## config.mk

```make
export PLATFORM = sky130hd
export DESIGN_NAME = vid422_formatter
export DESIGN_NICKNAME = d
export VERILOG_FILES = /design/src/rtl/vid422_pkg.sv /design/src/rtl/vid_phase_track.sv /design/src/rtl/vid_chroma_sel.sv /design/src/rtl/vid_delay_line.sv /design/src/rtl/vid422_formatter.sv
export SDC_FILE = /design/constraint.sdc
export NUM_CORES = 1
export LEC_CHECK = 0
export BUFFER_PORTS_ARGS = -buffer_cell sky130_fd_sc_hd__buf_2
export CAP_MARGIN = 0
export CELL_PAD_IN_SITES_DETAIL_PLACEMENT = 0
export CELL_PAD_IN_SITES_GLOBAL_PLACEMENT = 1
export CORE_ASPECT_RATIO = 0.5
export CORE_MARGIN = 8
export CORE_UTILIZATION = 54
export CTS_CLUSTER_SIZE = 8
export DETAILED_ROUTE_END_ITERATION = 8
export HOLD_SLACK_MARGIN = 0.05
export PLACE_DENSITY_LB_ADDON = 0.1
export SLEW_MARGIN = 20
export SYNTH_ARGS = -nofsm -noshare
export SYNTH_HDL_FRONTEND = slang
export SYNTH_SLANG_ARGS = --single-unit
```

## constraint.sdc

```tcl
create_clock -name clk -period 1.7 [get_ports clk]
set_input_delay 0.17 -clock clk [delete_from_list [all_inputs] [get_ports clk]]
set_output_delay 0.17 -clock clk [all_outputs]
set_load 0.05 [all_outputs]
```

## src/rtl/vid422_pkg.sv

```systemverilog
package vid422_pkg;

    // Chroma pair phase carried along with each pixel
    typedef enum logic {
        PH_CB = 1'b0,
        PH_CR = 1'b1
    } chroma_ph_e;

    // Total register stages on the data path and on the sync path
    localparam int DATA_STAGES = 8;
    localparam int SYNC_STAGES = 2;
    // Stages spent before the generic delay line (phase tracker + selector)
    localparam int FRONT_STAGES = 2;

endpackage

```

## src/rtl/vid_phase_track.sv

```systemverilog
module vid_phase_track
    import vid422_pkg::*;
#(
    parameter int W = 10
) (
    input  logic         clk,
    input  logic         rst_n,
    input  logic         fmt_422,
    input  logic [W-1:0] pix_y,
    input  logic [W-1:0] pix_cb,
    input  logic [W-1:0] pix_cr,
    input  logic         hs_in,
    output logic         s1_vld,
    output logic         s1_hs,
    output logic         s1_m422,
    output chroma_ph_e   s1_ph,
    output logic [W-1:0] s1_y,
    output logic [W-1:0] s1_cb,
    output logic [W-1:0] s1_cr
);

    typedef struct packed {
        logic       vld;
        logic       hs;
        logic       m422;
        chroma_ph_e ph;
        logic [W-1:0] y;
        logic [W-1:0] cb;
        logic [W-1:0] cr;
    } trk_t;

    trk_t st_d, st_q;
    logic lead;

    always_comb begin
        st_d = st_q;
        // leading edge: sync high now, low (or reset) for the previous pixel
        lead     = hs_in & ~st_q.hs;
        st_d.vld = 1'b1;
        st_d.hs  = hs_in;
        st_d.m422 = fmt_422;
        st_d.y   = pix_y;
        st_d.cb  = pix_cb;
        st_d.cr  = pix_cr;
        if (lead) begin
            st_d.ph = PH_CB;
        end else if (st_q.ph == PH_CB) begin
            st_d.ph = PH_CR;
        end else begin
            st_d.ph = PH_CB;
        end
    end

    always_ff @(posedge clk or negedge rst_n) begin
        if (!rst_n) begin
            st_q    <= '0;
            // preset so the first pixel after reset lands on blue-difference
            st_q.ph <= PH_CR;
        end else begin
            st_q <= st_d;
        end
    end

    assign s1_vld  = st_q.vld;
    assign s1_hs   = st_q.hs;
    assign s1_m422 = st_q.m422;
    assign s1_ph   = st_q.ph;
    assign s1_y    = st_q.y;
    assign s1_cb   = st_q.cb;
    assign s1_cr   = st_q.cr;

    // a line start always opens on blue-difference
    a_r4_lead_is_cb: assert property (@(posedge clk) disable iff (!rst_n)
        (st_q.vld && st_q.hs && !$past(st_q.hs)) |-> (st_q.ph == PH_CB));

    // without a line start the phase flips on each pixel
    a_r3_phase_alternates: assert property (@(posedge clk) disable iff (!rst_n)
        (st_q.vld && $past(st_q.vld) && !(st_q.hs && !$past(st_q.hs)))
        |-> (st_q.ph != $past(st_q.ph)));

endmodule

```

## src/rtl/vid_chroma_sel.sv

```systemverilog
module vid_chroma_sel
    import vid422_pkg::*;
#(
    parameter int W = 10
) (
    input  logic         clk,
    input  logic         rst_n,
    input  logic         in_vld,
    input  logic         in_hs,
    input  logic         in_m422,
    input  chroma_ph_e   in_ph,
    input  logic [W-1:0] in_y,
    input  logic [W-1:0] in_cb,
    input  logic [W-1:0] in_cr,
    output logic         s2_vld,
    output logic         s2_hs,
    output logic [W-1:0] s2_y,
    output logic [W-1:0] s2_c,
    output logic [W-1:0] s2_cr
);

    typedef struct packed {
        logic         vld;
        logic         hs;
        logic [W-1:0] y;
        logic [W-1:0] c;
        logic [W-1:0] cr;
        logic [W-1:0] hold;
    } sel_t;

    sel_t st_d, st_q;

    always_comb begin
        st_d     = st_q;
        st_d.vld = in_vld;
        st_d.hs  = in_hs;
        st_d.y   = in_y;
        if (in_m422) begin
            st_d.c  = (in_ph == PH_CB) ? in_cb : st_q.hold;
            st_d.cr = '0;
        end else begin
            st_d.c  = in_cb;
            st_d.cr = in_cr;
        end
        // red-difference of the even pixel waits one slot
        if (in_vld && in_ph == PH_CB) begin
            st_d.hold = in_cr;
        end
    end

    always_ff @(posedge clk or negedge rst_n) begin
        if (!rst_n) begin
            st_q <= '0;
        end else begin
            st_q <= st_d;
        end
    end

    assign s2_vld = st_q.vld;
    assign s2_hs  = st_q.hs;
    assign s2_y   = st_q.y;
    assign s2_c   = st_q.c;
    assign s2_cr  = st_q.cr;

    // the held red-difference comes from the latest blue-phase pixel
    a_r3_hold_capture: assert property (@(posedge clk) disable iff (!rst_n)
        (in_vld && in_ph == PH_CB) |=> (st_q.hold == $past(in_cr)));

    // a blue-phase slot in 4:2:2 shows that pixel's own blue-difference
    a_r3_cb_slot: assert property (@(posedge clk) disable iff (!rst_n)
        (in_vld && in_m422 && in_ph == PH_CB) |=> (s2_c == $past(in_cb) && s2_cr == '0));

endmodule

```

## src/rtl/vid_delay_line.sv

```systemverilog
module vid_delay_line #(
    parameter int WD    = 8,
    parameter int DEPTH = 6
) (
    input  logic          clk,
    input  logic          rst_n,
    input  logic [WD-1:0] din,
    output logic [WD-1:0] dout
);

    generate
        if (DEPTH == 0) begin : g_wire
            assign dout = din;
        end else begin : g_pipe
            logic [DEPTH-1:0][WD-1:0] pipe_d, pipe_q;

            always_comb begin
                pipe_d[0] = din;
                for (int i = 1; i < DEPTH; i++) begin
                    pipe_d[i] = pipe_q[i-1];
                end
            end

            always_ff @(posedge clk or negedge rst_n) begin
                if (!rst_n) begin
                    pipe_q <= '0;
                end else begin
                    pipe_q <= pipe_d;
                end
            end

            assign dout = pipe_q[DEPTH-1];
        end
    endgenerate

endmodule

```

## src/rtl/vid422_formatter.sv

```systemverilog
module vid422_formatter
    import vid422_pkg::*;
#(
    parameter int W = 10
) (
    input  logic         clk,
    input  logic         rst_n,
    input  logic         fmt_422,
    input  logic [W-1:0] pix_y,
    input  logic [W-1:0] pix_cb,
    input  logic [W-1:0] pix_cr,
    input  logic         hs_in,
    output logic [W-1:0] out_y,
    output logic [W-1:0] out_c,
    output logic [W-1:0] out_cr,
    output logic         out_valid,
    output logic         hs_out
);

    localparam int TAIL  = DATA_STAGES - FRONT_STAGES;
    localparam int BUS_W = 3 * W + 1;

    logic         s1_vld, s1_hs, s1_m422;
    chroma_ph_e   s1_ph;
    logic [W-1:0] s1_y, s1_cb, s1_cr;
    logic         s2_vld, s2_hs;
    logic [W-1:0] s2_y, s2_c, s2_cr;
    logic [BUS_W-1:0] tail_in, tail_out;

    vid_phase_track #(.W(W)) u_track (
        .clk     (clk),
        .rst_n   (rst_n),
        .fmt_422 (fmt_422),
        .pix_y   (pix_y),
        .pix_cb  (pix_cb),
        .pix_cr  (pix_cr),
        .hs_in   (hs_in),
        .s1_vld  (s1_vld),
        .s1_hs   (s1_hs),
        .s1_m422 (s1_m422),
        .s1_ph   (s1_ph),
        .s1_y    (s1_y),
        .s1_cb   (s1_cb),
        .s1_cr   (s1_cr)
    );

    vid_chroma_sel #(.W(W)) u_sel (
        .clk     (clk),
        .rst_n   (rst_n),
        .in_vld  (s1_vld),
        .in_hs   (s1_hs),
        .in_m422 (s1_m422),
        .in_ph   (s1_ph),
        .in_y    (s1_y),
        .in_cb   (s1_cb),
        .in_cr   (s1_cr),
        .s2_vld  (s2_vld),
        .s2_hs   (s2_hs),
        .s2_y    (s2_y),
        .s2_c    (s2_c),
        .s2_cr   (s2_cr)
    );

    assign tail_in = {s2_vld, s2_y, s2_c, s2_cr};

    vid_delay_line #(.WD(BUS_W), .DEPTH(TAIL)) u_tail (
        .clk   (clk),
        .rst_n (rst_n),
        .din   (tail_in),
        .dout  (tail_out)
    );

    assign out_valid = tail_out[BUS_W-1];
    assign out_y     = tail_out[3*W-1 -: W];
    assign out_c     = tail_out[2*W-1 -: W];
    assign out_cr    = tail_out[W-1:0];
    // sync leaves after the selector stage: SYNC_STAGES registers
    assign hs_out    = s2_hs;

    // luma latency of eight stages
    a_r1_luma_latency: assert property (@(posedge clk) disable iff (!rst_n)
        out_valid |-> (out_y == $past(pix_y, 8)));

    // pass-through keeps both chroma components
    a_r2_passthrough: assert property (@(posedge clk) disable iff (!rst_n)
        (out_valid && !$past(fmt_422, 8))
        |-> (out_c == $past(pix_cb, 8) && out_cr == $past(pix_cr, 8)));

    // sync path of two stages
    a_r5_sync_latency: assert property (@(posedge clk) disable iff (!rst_n)
        s2_vld |-> (hs_out == $past(hs_in, 2)));

    // once filled the pipeline stays valid
    a_r7_valid_sticky: assert property (@(posedge clk) disable iff (!rst_n)
        $past(out_valid) |-> out_valid);

endmodule

```

==> results by stage, run 1 <==
Clock tree:
- The number of gates given a new drive strength after cts is 0.
- The CTS root buffer is clkbuf_16.
- The cts-stage hold buffer count is 33.
- The worst-skew pair later-pin latency is around 480 ps.
- In this run the post-CTS setup repair buffer count came out at 0.
- The deepest clock path buffer count is 3.
- The clock net in this run drives a total of around 260 sinks.
- In this run, CTS created clock tree buffers numbering 38.
- The clock tree from TritonCTS is built.
- After clock tree synthesis, the clock-pin slew on the worst setup and hold paths is ~40 ps.
- The H-tree depth is 2.

Die:
- The y dimension of the die is approximately 96 um.
- The floorplan has 29 rows.
- The placeable core area is around 13000 um^2.
- The count of pins on the block boundary is 66.
- For this configuration, the core starts out at a cell density of 0.550.
- The total die area is around 17000 um^2.
- The die boundary width is roughly 180 um.

Timing:
- The count of final max-slew check failures was 0.
- The worst pin sits at a relative slew slack of 0.487.
- The final period demand of the worst path is ~1500 ps.
- The post-route clock skew is roughly 14 ps.
- Setup violations remaining at the end of the flow were counted as 0.
- Static timing analysis puts the maximum clock frequency at between 0.6 and 0.7 GHz.
- The slew of the pin with the lowest slew margin is about 770 ps.
- In the final timing run, aggregate negative setup slack is 0 ps.
- Of the available clock period, the critical path in the final layout requires 0.864.
- The number of hold-slack violations in the final timing report came to 0.
- Setup repair after global routing left no endpoint under its margin.

Cells and area:
- The number of nets at the end of the flow is approximately 480.
- The area growth from synthesis to final layout is 28.7%.
- 0 antenna diodes ended up in the layout.
- Once layout is complete, the cells apart from fillers number roughly 620.
- The ratio of cells with drive above 1 in the final layout is 0.303.
- The utilization of the core after routing is 0.708.
- The finished cells cover between 8000 and 9000 um^2.

Synthesis:
- The Yosys warning count is 0.
- The synthesized area is 6930 um^2.
- The number of different library cells in the post-synthesis netlist is 12.
- The sequential cell area fraction in the yosys report is 0.947.
- After technology mapping, the gate count stands at 299.
- The number of nets in the synthesized netlist is about 330.
- In this run, synthesis produced a sequential element count of ~260.
- The mean cell area of the mapped netlist is around 23 um^2.

Route:
- The final wirelength is 9850 um.
- The via-per-instance ratio is between 4 and 5.
- The number of violations reported at the end of detailed-routing iteration 0 is ~100.
- For this run, the detailed router's first-pass iteration total came to 3.
- The average wire per standard cell is 15.9 um.
- The total number of vias is ~2800.
- In this run the remaining antenna-violating nets after routing total 0.
- The residual DRC count is 0.

Run status:
- The run finished with clean final reports.

GRT:
- The first-pass GRT wire length is 16900 um.
- The final global-route overflow total is 0.
- The all-layer global routing usage is 0.128.
- The number of global-route vias before repair is about 3400.
- Entering global routing, the biggest net connects between 50 and 60 pins.
- The number of antenna violations at the first check in global routing is 0.

Min path:
- The worst hold path belongs to the class in -> async.

Job:
- The tool flagged a number of max-cap violations equal to 0.

Power and ir drop:
- The maximum vdd drop is slightly below 0.9 mV.
- For this design the ratio of total power to cell area is 1560 nW/um^2.
- The static leakage is 0.00425 uW.

Placement:
- The routability congestion estimate is 0.651.
- Port buffering added 65 buffers.
- The post-place instance area is about 7600 um^2.
- Once placement completed, the tool counted placed cells totaling approximately 540.
- Detailed placement finished with a half-perimeter wire length of roughly 5100 um.

Worst setup path:
- The worst setup path is launched from a flop.
- The critical path capture point type is a flop.
- Along the worst path, the maximum fanout reaches 10.
- At the worst endpoint, the arrival time is 1820 ps.
- The critical path class is reg -> reg.
- At the worst endpoint, the required time is slightly above 2000 ps.
[placed cells by master (no fill, tap or decap)]
cell type      Yosys  final
a21oi_1            1      1
buf_12             0      4
buf_2              0     64
buf_4              0      3
buf_8              0      1
clkbuf_1           1      6
clkbuf_16          0     39
clkbuf_8           0      1
conb_1             1      1
dfrtp_1          261    261
dfstp_2            1      1
dlygate4sd3_1      0     33
inv_1              1      1
inv_6              0      1
mux2_2            10     10
mux2_4            10     10
nand2_2            1      1
nor2b_1           10     10
nor2b_2            1      1
[worst max-delay path, cell delays in order (launching register included)]
cell and delay, ps:
dfrtp_1 350, nor2b_2 650, mux2_4 350
[per-stage QoR]
stage / hold WS [ps] / worst slack (ps) / total power [uW]
after global placement: 122 / 274 / 7530
after floorplan: -126 / 572 / 7250
final: 220 / 232 / 13900
after detailed placement: 124 / 222 / 7570
after CTS: 215 / 208 / 14200
after global routing: 248 / 152 / 14500
[sequential cells by signal (all words and copies together), names as in the netlist, 10 cells and up]
signal / flops
u_sel.s2_cr: 10
u_track.s1_cr: 10
u_sel.st_q: 10
u_track.s1_cb: 10
u_sel.s2_y: 10
u_tail.dout: 31
u_track.s1_y: 10
u_tail.g_pipe.pipe_d: 155
u_sel.s2_c: 10
[logic make-up after synthesis]
kind of cell,Yosys count,synth area share
flip-flops,262,0.947
multiplexers,20,0.0379
buffers and inverters,3,0.00271
other,1,0.000541
AO/OA/AOI/OAI,1,0.000722
AND/OR/NAND/NOR,12,0.0112
[routing by layer]
layer,up-vias,routed length (um),global-route usage,part of all wire
li1,1223,-,-,-
met3,20,711,0.0505,0.072
met2,78,5030,0.217,0.51
met1,1471,3950,0.151,0.40
met4,0,163,0.0420,0.017
met5,-,0,0,0
[power by group]
part | internal [uW] | switching [uW]
sequential | 6720 | 161
clock | 4090 | 2270
combinational | 242 | 407
total | 11100 | 2840
[Yosys cell counts]
library cell / count / share of area
nor2b_1: 10 / 0.0090
dfrtp_1: 261 / 0.94
mux2_2: 10 / 0.016
a21oi_1: 1 / 0.00072
conb_1: 1 / 0.00054
nor2b_2: 1 / 0.0013
clkbuf_1: 1 / 0.00054
dfstp_2: 1 / 0.0038
nand2_2: 1 / 0.00090
buf_6: 1 / 0.0016
mux2_4: 10 / 0.022
inv_1: 1 / 0.00054
[layout make-up]
type                            instances  area [um^2]
Sequential cell                       262         6560
Fill cell                             748         3680
Multi-Input combinational cell         34          349
Clock buffer                           46         1010
Inverter                                1         3.75
Tap cell                              170          213
Clock inverter                          1         8.76
Timing Repair Buffer                  105          768
[final timing paths]
kind | start | endpoint | slack (ps) | cells past startpoint
min reg2reg | u_tail.g_pipe.pipe_d[81] | u_tail.g_pipe.pipe_d[112] | 340 | 0
min in group clk | pix_cr[3] | u_track.s1_cr[3] | 330 | 2
min | rst_n | u_tail.g_pipe.pipe_d[180] | 220 | 2
max reg2reg | u_track.s1_vld | u_sel.st_q[0] | 230 | 2
max | u_track.s1_vld | u_sel.st_q[0] | 230 | 2
max in group asynchronous | rst_n | u_track.s1_ph | 830 | 3
(Power assumes the default switching activity.)
==> run 2: changes to the inputs <==
--- a/config.mk
+++ b/config.mk
@@ -5,13 +5,14 @@
 export SDC_FILE = /design/constraint.sdc
 export NUM_CORES = 1
 export LEC_CHECK = 0
+export ABC_AREA = 1
 export BUFFER_PORTS_ARGS = -buffer_cell sky130_fd_sc_hd__buf_2
 export CAP_MARGIN = 0
 export CELL_PAD_IN_SITES_DETAIL_PLACEMENT = 0
 export CELL_PAD_IN_SITES_GLOBAL_PLACEMENT = 1
 export CORE_ASPECT_RATIO = 0.5
 export CORE_MARGIN = 8
-export CORE_UTILIZATION = 54
+export CORE_UTILIZATION = 53
 export CTS_CLUSTER_SIZE = 8
 export DETAILED_ROUTE_END_ITERATION = 8
 export HOLD_SLACK_MARGIN = 0.05
==> results by stage, run 2 <==
Cells and area:
- The ratio of cells with drive above 1 in the final layout is 0.253 (was 0.303).
- The area growth from synthesis to final layout came to 27.6% (was 28.7%).
- The number of antenna cells inserted is 0 (unchanged).
- The area occupied by multi-input gates is 359 um^2 (was 349 um^2).
- The number of flip-flops in the largest register is 155 (unchanged).
- The number of nets at the end of the flow is 525 (was 476).
- The total non-filler cell area in the finished layout is 8940 um^2 (was 8910 um^2).
- The commonest non-fill, non-tap cell in the layout is dfrtp_1 (unchanged).
- The sequential cell area is 6560 um^2 (unchanged).
- Highest-count cells in the layout ignoring fill and taps: dfrtp_1, buf_2, nand2_1 (was dfrtp_1, buf_2, clkbuf_16).
- The filler cell count is 806 (was 748).

Synthesis:
- The Yosys warning count is 0 (unchanged).
- The async set-or-reset flop fraction in the synthesized netlist is 1.00 (unchanged).
- Cell types occupying the most area after synthesis: dfrtp_1, nand2_1, nand3_2, nand3_1, inv_1 (was dfrtp_1, mux2_4, mux2_2, nor2b_1, dfstp_2).
- The cell with the most instances after synthesis is dfrtp_1 (unchanged).
- The instance count of the mapped netlist is 353 (was 299).
- The net count of the mapped netlist is 387 (was 333).
- The number of enable-type register cells in the synthesized netlist is 0 (unchanged).
- The post-synthesis register bit count is 262 (unchanged).
- Cell types with the highest counts after synthesis: dfrtp_1, nand2_1, inv_1 (was dfrtp_1, mux2_2, mux2_4, nor2b_1).
- The fraction of synthesized cell area taken by the top area cell type is 0.933 (was 0.943).
- The synthesized area was 7000 um^2 (was 6930 um^2).
- The number of different library cells in the post-synthesis netlist is 14 (was 12).
- The mean cell area of the mapped netlist is 19.8 um^2 (was 23.2 um^2).
- The sequential cell area fraction in the yosys report is 0.937 (was 0.947).
- The largest area contributor in the netlist is dfrtp_1 (unchanged).
- The flip-flop cell with the highest count after synthesis is dfrtp_1 (unchanged).

Placement:
- The routability congestion estimate came to 0.890 (was 0.651).
- The post-place instance area is 7580 um^2 (was 7560 um^2).
- The number of port buffers came to 65 (unchanged).
- The placed wire-length estimate is 5820 um (was 5100 um).

Route:
- The number of violations reported at the end of detailed-routing iteration 0 was 132 (was 104).
- The via-per-instance ratio was 4.49 (was 4.51).
- The iteration count of the initial detailed-routing pass was 4 (was 3).
- The count of antenna-violating nets left after detailed routing was 0 (unchanged).
- The residual DRC count was 0 (unchanged).
- The total number of vias came to 3001 (was 2792).
- The average wire per standard cell is 15.4 um (was 15.9 um).
- The final wirelength came to 10300 um (was 9850 um).

Clock tree:
- The number of buffers inserted during clock tree synthesis is 38 (unchanged).
- The worst-skew pair later-pin latency came to 500 ps (was 480 ps).
- The deepest clock path buffer count is 3 (unchanged).
- The CTS root buffer is clkbuf_16 (unchanged).
- The buffers inserted during post-CTS setup optimization is 0 (unchanged).
- The number of gates given a new drive strength after cts is 0 (unchanged).
- The clock tree from TritonCTS is built (unchanged).
- The number of clock sinks is 262 (unchanged).
- The register clock-pin slew on the reported worst setup and hold paths came to 50 ps (was 40 ps).
- The H-tree depth is 2 (unchanged).
- The cts-stage hold buffer count came to 33 (unchanged).

Timing:
- The post-route clock skew is 19.6 ps (was 13.8 ps).
- Setup repair after global routing missed its margin: no (unchanged).
- The upper clock frequency limit is 0.777 GHz (was 0.681 GHz).
- The setup TNS after final layout is 0 ps (unchanged).
- The final-report setup violation count is 0 (unchanged).
- The count of final max-slew check failures is 0 (unchanged).
- The slew of the pin with the lowest slew margin came to 539 ps (was 767 ps).
- The final critical-path share of the clock period was 0.757 (was 0.864).
- The relative slew slack is 0.641 (was 0.487).
- The number of hold-slack violations in the final timing report was 0 (unchanged).
- The final period demand of the worst path is 1290 ps (was 1470 ps).

Worst setup path:
- The worst-path cell with the longest stage delay is dfrtp_1 (was nor2b_2).
- The number of logic stages on the critical path including buffering is 1 (was 2).
- The required time of the critical path is 1530 ps (was 2050 ps).
- Cells traversed along the worst timing path: buf_2 (was nor2b_2 > mux2_4).
- The critical path class was reg -> out (was reg -> reg).
- The depth of the worst register-to-register path is 4 (was 2).
- The largest fanout on the critical path is 1 (was 10).
- The register-to-register path setup slack is 450 ps (was 230 ps).
- The largest incremental delay on the critical path is 360 ps (was 650 ps).
- The critical path startpoint was u_tail.dout[7] (was u_track.s1_vld).
- The worst flop-to-flop path endpoint is u_sel.st_q[4] (was u_sel.st_q[0]).
- The arrival time at the worst endpoint is 1120 ps (was 1820 ps).
- The kind of cell adding the most delay to the critical path is flip-flops (was simple AND/OR/NAND/NOR gates).
- The worst path buffer plus inverter count came to 1 (was 0).
- The startpoint of the worst register-to-register path is u_track.s1_ph (was u_track.s1_vld).
- The capture point of the worst path was out_cr[7] (was u_sel.st_q[0]).
- The critical path capture point type is an output pin (was flop).
- The kind of launch point of the worst setup path is a flop (unchanged).

GRT:
- The number of global-route vias before repair is 3587 (was 3433).
- The number of antenna violations at the first check in global routing is 0 (unchanged).
- The first-pass GRT wire length is 17500 um (was 16900 um).
- The final global-route overflow total was 0 (unchanged).
- The all-layer global routing usage came to 0.128 (about the same).
- The pin count of the biggest net entering global routing came to 72 (was 57).

Die:
- The total die area came to 17400 um^2 (was 16900 um^2).
- The y dimension of the die is 97.3 um (was 96.1 um).
- The initial core utilization came to 0.548 (was 0.550).
- The placeable core area is 12800 um^2 (was 12600 um^2).
- The count of standard-cell rows is 29 (unchanged).
- The count of pins on the block boundary came to 66 (unchanged).
- The die boundary width is 179 um (was 176 um).

Power and ir drop:
- The maximum vdd drop came to 0.965 mV (was 0.881 mV).
- The power density over the cells is 1550 nW/um^2 (was 1560 nW/um^2).
- The static leakage is 0.00438 uW (was 0.00425 uW).

Job:
- The number of max-capacitance violations reported is 0 (unchanged).

Run status:
- Outcome: complete, no violations (unchanged).

Min path:
- The worst hold path class was in -> async (unchanged).
==> run 2: power breakdown <==
group	internal (uW)	leakage, uW	total [uW]	switching, uW
Sequential	6710	0.00316	6870	164
Combinational	176	0.000717	610	435
Clock	4030	0.000499	6380	2360
==> run 2: cells by family (layout without fill, tap and decap cells) <==
| family | after synthesis | count (layout) | synth area share |
|---|---|---|---|
| other | 1 | 1 | 0.000536 |
| AND/OR/NAND/NOR | 72 | 72 | 0.0500 |
| AO/OA/AOI/OAI | 1 | 1 | 0.000714 |
| flip-flops | 262 | 262 | 0.937 |
| buffers and inverters | 17 | 163 | 0.0122 |
==> run 2: cell type report <==
type                    instances  area share
flip-flops and latches        262       0.734
clock buffers                  45       0.110
well taps                     170      0.0238
repair buffers                103      0.0829
clock inverters                 3     0.00378
multi-input cells              74      0.0402
inverters                      12     0.00504
==> run 2: worst min-delay path by stage <==
stage,start,to,slack [ps]
after floorplan,rst_n,u_sel.s2_c[0],-130
after global placement,rst_n,u_tail.dout[21],60
after detailed placement,rst_n,u_tail.dout[26],70
after CTS,rst_n,u_tail.g_pipe.pipe_d[175],140
after global routing,rst_n,u_tail.dout[24],160
final,rst_n,u_tail.g_pipe.pipe_d[60],160
==> run 2: routing by layer <==
metal | vias up | GRT usage | share of wire
li1 | 1359 | - | -
met4 | 0 | 0.0474 | 0.014
met3 | 16 | 0.0516 | 0.075
met2 | 84 | 0.184 | 0.45
met5 | - | 0 | 0
met1 | 1542 | 0.172 | 0.46
==> run 2: through the flow <==
stage | std cells | util | worst slack, ps | hold WS (ps) | total power [uW]
6_report | 669 | 0.700 | 414 | 157 | 13900
5_1_grt | 669 | 0.700 | 365 | 163 | 14500
4_1_cts | 669 | 0.700 | 388 | 141 | 14100
3_5_place_dp | 588 | 0.594 | 452 | 70.0 | 7530
3_3_place_gp | 588 | 0.594 | 547 | 61.3 | 7480
2_1_floorplan | 353 | - | 756 | -126 | 7210
==> run 2: worst reg2reg max path: stages (launching register included) <==
cell and delay (ps):
dfstp_2 660, inv_2 180, nand2_2 200, nand2_1 90, nand2_1 70
==> run 3: changes to the inputs <==
--- a/config.mk
+++ b/config.mk
@@ -12,7 +12,7 @@
 export CELL_PAD_IN_SITES_GLOBAL_PLACEMENT = 1
 export CORE_ASPECT_RATIO = 0.5
 export CORE_MARGIN = 8
-export CORE_UTILIZATION = 53
+export CORE_UTILIZATION = 44
 export CTS_CLUSTER_SIZE = 8
 export DETAILED_ROUTE_END_ITERATION = 8
 export HOLD_SLACK_MARGIN = 0.05
==> constraint.sdc (replaced) <==
create_clock -name clk -period 1.1 [get_ports clk]
set_input_delay 0.11 -clock clk [delete_from_list [all_inputs] [get_ports clk]]
set_output_delay 0.11 -clock clk [all_outputs]
set_load 0.05 [all_outputs]
==> results by stage, run 3 (synthesis results as in run 2) <==
Clock tree:
- The number of buffers inserted during clock tree synthesis came to 38 (unchanged).
- The worst-skew pair later-pin latency is 480 ps (was 500 ps).
- The number of clock sinks was 262 (unchanged).
- The register clock-pin slew on the reported worst setup and hold paths is 50 ps (about the same).
- The CTS root buffer was clkbuf_16 (unchanged).
- The deepest clock path buffer count was 3 (unchanged).
- The clock tree from TritonCTS is built (unchanged).
- The H-tree depth was 2 (unchanged).
- The buffers inserted during post-CTS setup optimization is 0 (unchanged).

Worst setup path:
- The arrival time at the worst endpoint came to 1030 ps (was 1120 ps).
- The worst flop-to-flop path endpoint is u_sel.s2_c[6] (was u_sel.st_q[4]).
- The largest incremental delay on the critical path is 400 ps (was 360 ps).
- The worst path buffer plus inverter count is 1 (unchanged).
- The worst-path cell with the longest stage delay is dfrtp_1 (unchanged).
- The depth of the worst register-to-register path came to 3 (was 4).
- The critical path capture point type is an output pin (unchanged).
- The required time of the critical path was 990 ps (was 1530 ps).
- The kind of cell adding the most delay to the critical path is flip-flops (unchanged).
- The largest fanout on the critical path is 1 (unchanged).
- The kind of launch point of the worst setup path is a flop (unchanged).
- The register-to-register path setup slack came to 60 ps (was 450 ps).
- The startpoint of the worst register-to-register path is u_track.s1_ph (unchanged).
- Cells traversed along the worst timing path: buf_6 (was buf_2).
- The critical path class is reg -> out (unchanged).

Timing:
- The number of hold-slack violations in the final timing report is 0 (unchanged).
- Setup repair after global routing missed its margin: yes (was no).
- The final-report setup violation count came to 22 (was 0).
- For this run, the top clock speed supported by timing is approximately 0.88 GHz.
- The post-route clock skew is 14.7 ps (was 19.6 ps).
- The final critical-path share of the clock period is 1.04.
- The count of final max-slew check failures is 0 (unchanged).
- The worst hold slack after final layout is 144 ps (was 157 ps).
- The setup slack of the critical path after layout is -40.8 ps (was 414 ps).
- The final period demand of the worst path is about 1100 ps.

Placement:
- The routability congestion estimate is 0.730 (was 0.890).
- The post-place setup slack is 1.79 ps (was 452 ps).
- The number of placed cells counting well taps is 634 (was 588).
- The number of port buffers was 65 (unchanged).
- The placed wire-length estimate was 6210 um (was 5820 um).

Route:
- The iteration count of the initial detailed-routing pass is 4 (unchanged).
- The highest metal layer with signal wires is met4 (unchanged).
- The met3 wire length is 677 um (was 771 um).
- The via-per-instance ratio came to 4.19 (was 4.49).
- The average wire per standard cell was 14.3 um (was 15.4 um).
- The detailed-routed wire length on met2 is 4840 um (was 4620 um).
- The number of violations reported at the end of detailed-routing iteration 0 was 98 (was 132).
- The length of routed wiring on met1 is 4640 um (was 4750 um).
- The residual DRC count is 0 (unchanged).
- The final wirelength came to 10300 um (about the same).
- The count of antenna-violating nets left after detailed routing came to 0 (unchanged).
- The total number of vias came to 3001 (unchanged).

Cells and area:
- The number of flip-flops in the largest register is 155 (unchanged).
- The utilization of the core after routing is 0.601 (was 0.700).
- The area growth from synthesis to final layout came to 33.0% (was 27.6%).
- The final standard cell count with taps included and fillers excluded was 716 (was 669).
- The ratio of cells with drive above 1 in the final layout is 0.268 (was 0.253).
- Highest-count cells in the layout ignoring fill and taps: dfrtp_1, nand2_1, clkbuf_16 (was dfrtp_1, buf_2, nand2_1).
- The number of antenna cells inserted is 0 (unchanged).
- The commonest non-fill, non-tap cell in the layout is dfrtp_1 (unchanged).
- The number of nets at the end of the flow came to 537 (was 525).

Die:
- The count of standard-cell rows came to 32 (was 29).
- The initial core utilization is 0.452 (was 0.548).
- The die boundary width came to 194 um (was 179 um).
- The count of pins on the block boundary is 66 (unchanged).
- The placeable core area came to 15500 um^2 (was 12800 um^2).
- The y dimension of the die is 105 um (was 97.3 um).
- The total die area is 20500 um^2 (was 17400 um^2).

Power and ir drop:
- The maximum vdd drop is 1.09 mV (was 0.965 mV).
- The overall power of the completed layout was 21600 uW (was 13900 uW).
- The static leakage is 0.00452 uW (was 0.00438 uW).
- The power density over the cells was 2320 nW/um^2 (was 1550 nW/um^2).

GRT:
- The pin count of the biggest net entering global routing is 44 (was 72).
- The number of antenna violations at the first check in global routing is 0 (unchanged).
- The all-layer global routing usage was 0.109 (was 0.128).
- The first-pass GRT wire length came to 17800 um (was 17500 um).
- The final global-route overflow total came to 0 (unchanged).
- The number of global-route vias before repair came to 3518 (was 3587).

Run status:
- The checks that failed: negative setup slack.
- Outcome: finished with violations (was complete, no violations).

Min path:
- The worst hold path class is in -> async (unchanged).

Job:
- The number of max-capacitance violations reported came to 0 (unchanged).
-- run 3: changes by cell type in the layout (fill, tap and decap cells not counted), moves of 2 or more --
cell | previous run | this run
buf_2 | 64 | 32
buf_4 | 2 | 12
buf_6 | 0 | 32
clkbuf_1 | 6 | 8
nand2_4 | 0 | 2
buf_12 | 3 | 5
nand2_2 | 2 | 0
-- run 3: worst max path at each step --
stage,startpoint,endpoint,cells after the start
after CTS,u_sel.s2_hs,hs_out,1
final,u_tail.dout[8],out_cr[8],1
after global placement,u_track.s1_ph,u_sel.st_q[0],4
after global routing,u_tail.dout[10],out_c[0],1
after floorplan,u_track.s1_ph,u_sel.st_q[0],4
after detailed placement,u_track.s1_ph,u_sel.st_q[6],4
-- run 3: report_power, final --
group | internal (uW) | total [uW] | switching [uW]
combinational | 417 | 1120 | 699
sequential | 10400 | 10600 | 253
clock | 6350 | 9890 | 3530
-- run 3: cell type report --
class                           count  area (um^2)
Inverter                           12         47.5
Timing Repair Buffer              115         1060
Sequential cell                   262         6560
Clock inverter                      1         8.76
Multi-Input combinational cell     74          369
Clock buffer                       48         1020
Tap cell                          204          255
Fill cell                        1170         6180
-- run 3: what timing repair did --
item	4_1_cts	5_1_grt
endpoints found under the setup margin	33	35
gates resized for setup	65	3
hold endpoints to repair	294	0
hold buffers	33	0
cloned	0	0
-- run 3: through the flow --
| step | cell area (um^2) | setup TNS [ps] |
|---|---|---|
| final | 9310 | -371 |
| after global routing | 9310 | -1760 |
| after CTS | 9310 | -1150 |
| after detailed placement | 7740 | 0 |
| after global placement | 7740 | 0 |
| after floorplan | 7000 | 0 |
-- run 3: routing by layer --
layer,track usage,up-vias
met3,0.0435,9
met1,0.140,1537
met4,0.0385,0
met2,0.166,70
li1,-,1385
met5,0,-
